[config.mk]
export PLATFORM = sky130hd
export DESIGN_NAME = an_cfg_link_timer
export DESIGN_NICKNAME = d
export VERILOG_FILES = /design/src/rtl/an_timer_pkg.sv /design/src/rtl/an_cfg_word_sel.sv /design/src/rtl/an_prescaler.sv /design/src/rtl/an_timer_fsm.sv /design/src/rtl/an_cfg_link_timer.sv
export SDC_FILE = /design/constraint.sdc
export NUM_CORES = 1
export LEC_CHECK = 0
export ABC_AREA = 1
export BUFFER_PORTS_ARGS = -buffer_cell sky130_fd_sc_hd__buf_2
export CAP_MARGIN = 20
export CORE_UTILIZATION = 57
export CTS_CLUSTER_SIZE = 14
export DETAILED_ROUTE_END_ITERATION = 10
export GPL_ROUTABILITY_DRIVEN = 0
export PLACE_DENSITY = 0.79
export SLEW_MARGIN = 15
export SYNTH_ARGS = -nofsm -noshare
export SYNTH_HDL_FRONTEND = slang
export SYNTH_SLANG_ARGS = --single-unit
export TNS_END_PERCENT = 30
[constraint.sdc]
create_clock -name clk -period 3.2 [get_ports clk]
set_clock_uncertainty 0.15 [all_clocks]
set_input_delay 0.48 -clock clk [delete_from_list [all_inputs] [get_ports clk]]
set_output_delay 0.48 -clock clk [all_outputs]
set_load 0.02 [all_outputs]
[src/rtl/an_timer_pkg.sv]
package an_timer_pkg;

    typedef enum logic [1:0] {
        ST_IDLE = 2'd0,
        ST_RUN  = 2'd1,
        ST_FIRE = 2'd2,
        ST_HOLD = 2'd3
    } tmr_state_t;

    localparam int unsigned PRE_W     = 10;
    localparam int unsigned BASEX_US  = 10000;
    localparam int unsigned SGMII_US  = 1600;

    localparam logic [15:0] WORD_SGMII_MAC = 16'h4001;

    // 1000BASE-X ability fields
    localparam int unsigned BX_FD_BIT    = 5;
    localparam int unsigned BX_HD_BIT    = 6;
    localparam int unsigned BX_PAUSE_LSB = 7;
    localparam int unsigned BX_RF_LSB    = 12;

    // SGMII PHY-side fields
    localparam int unsigned SG_SPD_LSB  = 10;
    localparam int unsigned SG_DUP_BIT  = 12;
    localparam int unsigned SG_LINK_BIT = 15;

    function automatic int unsigned units_for(input int unsigned us, input int unsigned mhz);
        return (us * mhz) >> PRE_W;
    endfunction

endpackage

[src/rtl/an_cfg_word_sel.sv]
module an_cfg_word_sel
    import an_timer_pkg::*;
(
    input  logic        mode_basex,
    input  logic        side_phy,
    output logic [15:0] word
);
    logic [15:0] basex_w;
    logic [15:0] phy_w;

    always_comb begin
        basex_w = '0;
        basex_w[BX_FD_BIT]                   = 1'b1;
        basex_w[BX_HD_BIT]                   = 1'b1;
        basex_w[BX_PAUSE_LSB +: 2]           = 2'b11;
        basex_w[BX_RF_LSB +: 2]              = 2'b00;

        phy_w = '0;
        phy_w[0]                             = 1'b1;
        phy_w[SG_SPD_LSB +: 2]               = 2'b10;
        phy_w[SG_DUP_BIT]                    = 1'b1;
        phy_w[SG_LINK_BIT]                   = 1'b1;
    end

    always_comb begin
        unique case ({mode_basex, side_phy})
            2'b10, 2'b11: word = basex_w;
            2'b01:        word = phy_w;
            2'b00:        word = WORD_SGMII_MAC;
            default:      word = WORD_SGMII_MAC;
        endcase
    end
endmodule

[src/rtl/an_prescaler.sv]
module an_prescaler #(
    parameter int unsigned PW = 10
) (
    input  logic clk,
    input  logic rst_n,
    input  logic clr,
    input  logic run,
    output logic tick
);
    logic [PW-1:0] pre;

    always_ff @(posedge clk or negedge rst_n) begin
        if (!rst_n)   pre <= '0;
        else if (clr) pre <= '0;
        else if (run) pre <= pre + 1'b1;
    end

    assign tick = run && (pre == {PW{1'b1}});

    // a kick leaves the prescaler at zero
    a_r8_pre_clear: assert property (@(posedge clk) disable iff (!rst_n)
        clr |=> (pre == '0));
    // prescaler only moves while running
    a_r6_pre_frozen: assert property (@(posedge clk) disable iff (!rst_n)
        (!clr && !run) |=> $stable(pre));
endmodule

[src/rtl/an_timer_fsm.sv]
module an_timer_fsm
    import an_timer_pkg::*;
#(
    parameter int unsigned CW = 16
) (
    input  logic          clk,
    input  logic          rst_n,
    input  logic          kick,
    input  logic          tick,
    input  logic [CW-1:0] term,
    output logic          running,
    output logic          expired
);
    tmr_state_t    state, state_nx;
    logic [CW-1:0] cnt;
    logic [CW:0]   cnt_inc;
    logic [CW:0]   term_eff;
    logic          reach;

    assign cnt_inc  = {1'b0, cnt} + 1'b1;
    assign term_eff = (term == '0) ? {{CW{1'b0}}, 1'b1} : {1'b0, term};
    assign reach    = tick && (cnt_inc >= term_eff);

    always_comb begin
        state_nx = state;
        unique case (state)
            ST_IDLE: state_nx = kick ? ST_RUN : ST_IDLE;
            ST_RUN:  state_nx = kick ? ST_RUN : (reach ? ST_FIRE : ST_RUN);
            ST_FIRE: state_nx = kick ? ST_RUN : ST_HOLD;
            ST_HOLD: state_nx = kick ? ST_RUN : ST_HOLD;
            default: state_nx = ST_IDLE;
        endcase
    end

    always_ff @(posedge clk or negedge rst_n) begin
        if (!rst_n) state <= ST_IDLE;
        else        state <= state_nx;
    end

    always_ff @(posedge clk or negedge rst_n) begin
        if (!rst_n)                       cnt <= '0;
        else if (kick)                    cnt <= '0;
        else if (state == ST_RUN && tick) cnt <= cnt_inc[CW-1:0];
    end

    always_comb begin
        running = 1'b0;
        expired = 1'b0;
        unique case (state)
            ST_RUN:  running = 1'b1;
            ST_FIRE: expired = 1'b1;
            default: ;
        endcase
    end

    a_r8_kick_runs: assert property (@(posedge clk) disable iff (!rst_n)
        kick |=> (state == ST_RUN && cnt == '0));
    a_r6_one_pulse: assert property (@(posedge clk) disable iff (!rst_n)
        expired |=> !expired);
    a_r6_hold_stable: assert property (@(posedge clk) disable iff (!rst_n)
        (state == ST_HOLD && !kick) |=> (state == ST_HOLD && $stable(cnt)));
    a_r7_exclusive: assert property (@(posedge clk) disable iff (!rst_n)
        !(running && expired));
    a_r4_count_bound: assert property (@(posedge clk) disable iff (!rst_n)
        (state == ST_RUN) |-> ({1'b0, cnt} < term_eff));
endmodule

[src/rtl/an_cfg_link_timer.sv]
module an_cfg_link_timer
    import an_timer_pkg::*;
#(
    parameter int unsigned CLK_MHZ = 125,
    parameter int unsigned CNT_W   = 16
) (
    input  logic             clk,
    input  logic             rst_n,
    input  logic             mode_basex,
    input  logic             side_phy,
    input  logic             restart,
    input  logic             cnt_ovr_en,
    input  logic [CNT_W-1:0] cnt_ovr_val,
    output logic [15:0]      cfg_word,
    output logic             tmr_expired,
    output logic             tmr_running
);
    localparam int unsigned  T_BASEX_I = units_for(BASEX_US, CLK_MHZ);
    localparam int unsigned  T_SGMII_I = units_for(SGMII_US, CLK_MHZ);
    localparam logic [CNT_W-1:0] T_BASEX = CNT_W'(T_BASEX_I);
    localparam logic [CNT_W-1:0] T_SGMII = CNT_W'(T_SGMII_I);

    logic [1:0]       mode_q;
    logic             mode_vld;
    logic             kick;
    logic             tick;
    logic [CNT_W-1:0] term;

    always_ff @(posedge clk or negedge rst_n) begin
        if (!rst_n) begin
            mode_q   <= 2'b00;
            mode_vld <= 1'b0;
        end else begin
            mode_q   <= {mode_basex, side_phy};
            mode_vld <= 1'b1;
        end
    end

    assign kick = restart || (mode_vld && (mode_q != {mode_basex, side_phy}));

    always_comb begin
        if (cnt_ovr_en)      term = cnt_ovr_val;
        else if (mode_basex) term = T_BASEX;
        else                 term = T_SGMII;
    end

    an_cfg_word_sel u_word (
        .mode_basex (mode_basex),
        .side_phy   (side_phy),
        .word       (cfg_word)
    );

    an_prescaler #(.PW(PRE_W)) u_pre (
        .clk   (clk),
        .rst_n (rst_n),
        .clr   (kick),
        .run   (tmr_running),
        .tick  (tick)
    );

    an_timer_fsm #(.CW(CNT_W)) u_fsm (
        .clk     (clk),
        .rst_n   (rst_n),
        .kick    (kick),
        .tick    (tick),
        .term    (term),
        .running (tmr_running),
        .expired (tmr_expired)
    );

    a_r9_mode_change_runs: assert property (@(posedge clk) disable iff (!rst_n)
        (mode_vld && (mode_q != {mode_basex, side_phy})) |=> tmr_running);
    a_r2_mac_word: assert property (@(posedge clk) disable iff (!rst_n)
        (!mode_basex && !side_phy) |-> (cfg_word == 16'h4001));
    a_r6_expiry_ends_run: assert property (@(posedge clk) disable iff (!rst_n)
        (tmr_expired && !kick) |=> (!tmr_running && !tmr_expired));
endmodule

==> metrics.md <==
| Metric | Value |
|---|---|
| Die width | `about 67 µm` |
| Final period util | `0.849` |
| CP arrival | `2.72 ns` |
| P_leak | `1.43 nW` |
| Final net count | `399` |
| Hold Vio Cnt, Final | `0` |
| Worst path buffer plus inverter count | `1` |
| Total gr overflow | `0` |
| RSZ-0062 raised after global routing | `false` |
| CTS Buffer Depth | `2` |
| Max Fclk | `368 MHz` |
| Worst Setup SP | `u_fsm.cnt[0]` |
| Syn Area/Cell | `7.26 µm²` |
| I/O Pins | `40` |
| FILL cells | `367` |
| Num CTS Buffers | `5` |
| Cell mode on critical path | `nor2_1` |
| FF+latch count, synth | `31` |
| Worst vdd ir | `0.295 mV` |
| TritonCTS clock tree | `yes` |
| Total number of cells along the worst setup path | `13` |
| Worst skew pair latency | `0.29 ns` |
| PD cells | `310 mW/mm²` |
| Hpwl dp | `3700 µm` |
| Main synth FF type | `dfrtp_1` |
| R2r startpoint | `u_fsm.cnt[0]` |
| Die H | `66.9 µm` |
| Reg2reg setup slack | `0.48 ns` |
| Fin crit period | `between 2 and 3 ns` |
| DR WL/cell | `11.6 µm` |
| DRC | `0` |
| Kind of critical path | `reg -> reg` |
| Area growth syn-to-layout | `8.38%` |
| Buffers on Ports | `32` |
| Slowest cell on the critical path | `dfrtp_1` |
| Syn Inst Count | `331` |
| Finished layout cell area | `0.00261 mm²` |
| Post_cts resized | `0` |
| Worst slew margin relative to its limit | `0.542` |
| First-pass GRT wire length | `8370 µm` |
| Hold buffer count at cts | `0` |
| Kind of start point of the critical path | `flop` |
| Hold Crit Class | `in -> async` |
| M2 GR Usage | `0.412` |
| Worst-Margin Slew | `0.687 ns` |
| WL final | `4740 µm` |
| Max Transition Viols Final | `0` |
| Clock Pin Slew Worst Setup and Hold Paths | `0.07 ns` |
| Cell area after synthesis | `0.00240 mm²` |
| Initial antenna violation count | `0` |
| Dpl cell area | `0.00252 mm²` |
| Sum of negative setup slack | `0 ns` |
| Sequential-to-total area share from yosys stat | `0.323` |
| Starting DRT DRC Count | `89` |
| Site Rows | `23` |
| Met3 usage | `0.0565` |
| Warnings from Yosys | `0` |
| Worst path max stage delay | `a little over 0.4 ns` |
| Pin count of the biggest net entering global routing | `32` |
| Overall Global Routing Usage | `0.252` |
| Max Fanout on Critical Path | `5` |
| Max H-tree Level | `2` |
| Antenna fix cells | `0` |
| Reg2reg end | `u_fsm.state[0]` |
| Num Clock Sinks | `31` |
| CP cell instances | `ha_1 -> nand3_1 -> nor2_1 -> nand4_1 -> xor2_1 -> inv_1 -> ha_1 -> nand2_1 -> nor2_1 -> a21boi_0 -> nor2_1 -> nand2_1 -> a21oi_1` |
| Crit path to | `u_fsm.state[0]` |
| Endpoint class of the critical path | `flop` |
| Core Region | `0.00403 mm²` |
| Most common cell after layout, fill and taps aside | `nand2_1` |
| Critical path required time | `3.21 ns` |
| Vias per inst | `5.17` |
| EDFF count, synth | `0` |
| Vias in the first global route | `1,975` |
| Clock Root Buffer | `clkbuf_8` |
| Layout cells sized above 1 | `0.156` |
| R2R cell count | `13` |
| Max Cap Viol | `0` |
| Vias | `2,119` |
| GRT Max-Usage Layer | `met2` |
| Setup violations, final | `0` |
| Synth async-reset ratio | `1.00` |
| Setup Fix Bufs, Post-CTS | `0` |
| CP delay by family, top | `simple AND/OR/NAND/NOR gates` |
| Drt pass-1 iters | `4` |
| Distinct cells, synth | `36` |
| Status | `completed` |
| Met1 usage | `0.327` |
| Initial Utilization | `0.597` |
| Antenna-violating nets left | `0` |
| Die footprint | `around 0.0045 mm²` |
| Most frequent cells in the layout | `nand2_1 (92), inv_1 (40), nor2_1 (32), buf_2 (32), dfrtp_1 (31)` |
## synthesized netlist by cell type, types with 2 or more instances
master / instances / share of area
clkbuf_1: 2 / 0.0031
o21ai_1: 3 / 0.0062
nand4_1: 9 / 0.023
nor2_1: 32 / 0.050
xor2_1: 12 / 0.044
dfrtp_1: 31 / 0.32
conb_1: 2 / 0.0031
a21oi_1: 15 / 0.031
nand3_1: 12 / 0.025
nor4_1: 4 / 0.010
inv_1: 40 / 0.062
nor2_4: 3 / 0.014
buf_4: 12 / 0.037
nand2_2: 6 / 0.016
ha_1: 18 / 0.094
a21o_1: 2 / 0.0062
o21bai_1: 2 / 0.0062
xnor2_1: 2 / 0.0073
nand2_1: 92 / 0.14
nor3_1: 9 / 0.019
o21ai_0: 8 / 0.017
## kinds of logic (layout without fill, tap and decap cells)
| family | Yosys count | count (layout) | share of synthesized area |
|---|---|---|---|
| AND/OR/NAND/NOR | 173 | 173 | 0.326 |
| buffers and inverters | 58 | 81 | 0.118 |
| AO/OA/AOI/OAI | 35 | 35 | 0.0859 |
| flip-flops | 31 | 31 | 0.323 |
| adder cells (fa/ha/maj) | 18 | 18 | 0.0937 |
| XOR/XNOR | 14 | 14 | 0.0510 |
| other | 2 | 8 | 0.00312 |
## per-stage QoR
| stage | hold WS, ns | worst slack, ns | utilization | power [mW] | cells |
|---|---|---|---|---|---|
| 2_1_floorplan | 0.0344 | 0.905 | - | 0.489 | 337 |
| 3_3_place_gp | 0.348 | 0.558 | 0.625 | 0.513 | 402 |
| 3_5_place_dp | 0.357 | 0.518 | 0.625 | 0.515 | 402 |
| 4_1_cts | 0.104 | 0.505 | 0.647 | 0.814 | 410 |
| 5_1_grt | 0.135 | 0.160 | 0.647 | 0.841 | 410 |
| 6_report | 0.0803 | 0.484 | 0.647 | 0.808 | 410 |
## routing by layer
layer	wire length (µm)	up-vias
met1	2350	948
met3	217	11
met2	2100	66
li1	-	1094
met4	73	0
met5	0	-
## worst register-to-register path, cell delays in order (launching register included)
cell	delay, ns
dfrtp_1	0.41
ha_1	0.21
nand3_1	0.16
nor2_1	0.21
nand4_1	0.14
xor2_1	0.24
inv_1	0.07
ha_1	0.30
nand2_1	0.07
nor2_1	0.11
a21boi_0	0.25
nor2_1	0.09
nand2_1	0.09
a21oi_1	0.07
## power by group
| group | leakage (nW) | switching [mW] | internal, mW |
|---|---|---|---|
| Clock | 0.0412 | 0.149 | 0.152 |
| Sequential | 0.420 | 0.00359 | 0.396 |
| Combinational | 0.970 | 0.0724 | 0.0352 |
## worst min-delay path by stage
stage / from / end / slack, ns / cells past startpoint
global route: rst_n / u_pre.pre[4] / 0.14 / 1
detailed placement: u_fsm.cnt[1] / u_fsm.cnt[1] / 0.36 / 2
finish: rst_n / u_pre.pre[4] / 0.08 / 1
floorplan: rst_n / mode_q[0] / 0.03 / 0
CTS: rst_n / u_pre.pre[4] / 0.10 / 1
global placement: u_fsm.cnt[1] / u_fsm.cnt[1] / 0.35 / 2
## layout make-up
class                      instances  area (µm²)  area share
inverter                          41         154      0.0591
clock buffer                       6        72.6      0.0279
tap                               50        62.6      0.0240
timing repair buffer              32         160      0.0615
multi-input combinational        248        1370       0.525
sequential                        31         776       0.298
clock inverter                     2        12.5     0.00480
## state kept, by name, indices dropped and copies added, names as in the netlist
name / count
u_fsm.state: 2
mode_vld: 1
u_fsm.cnt: 16
mode_q: 2
u_pre.pre: 10
Note: power is estimated with default switching activity, not from simulation.
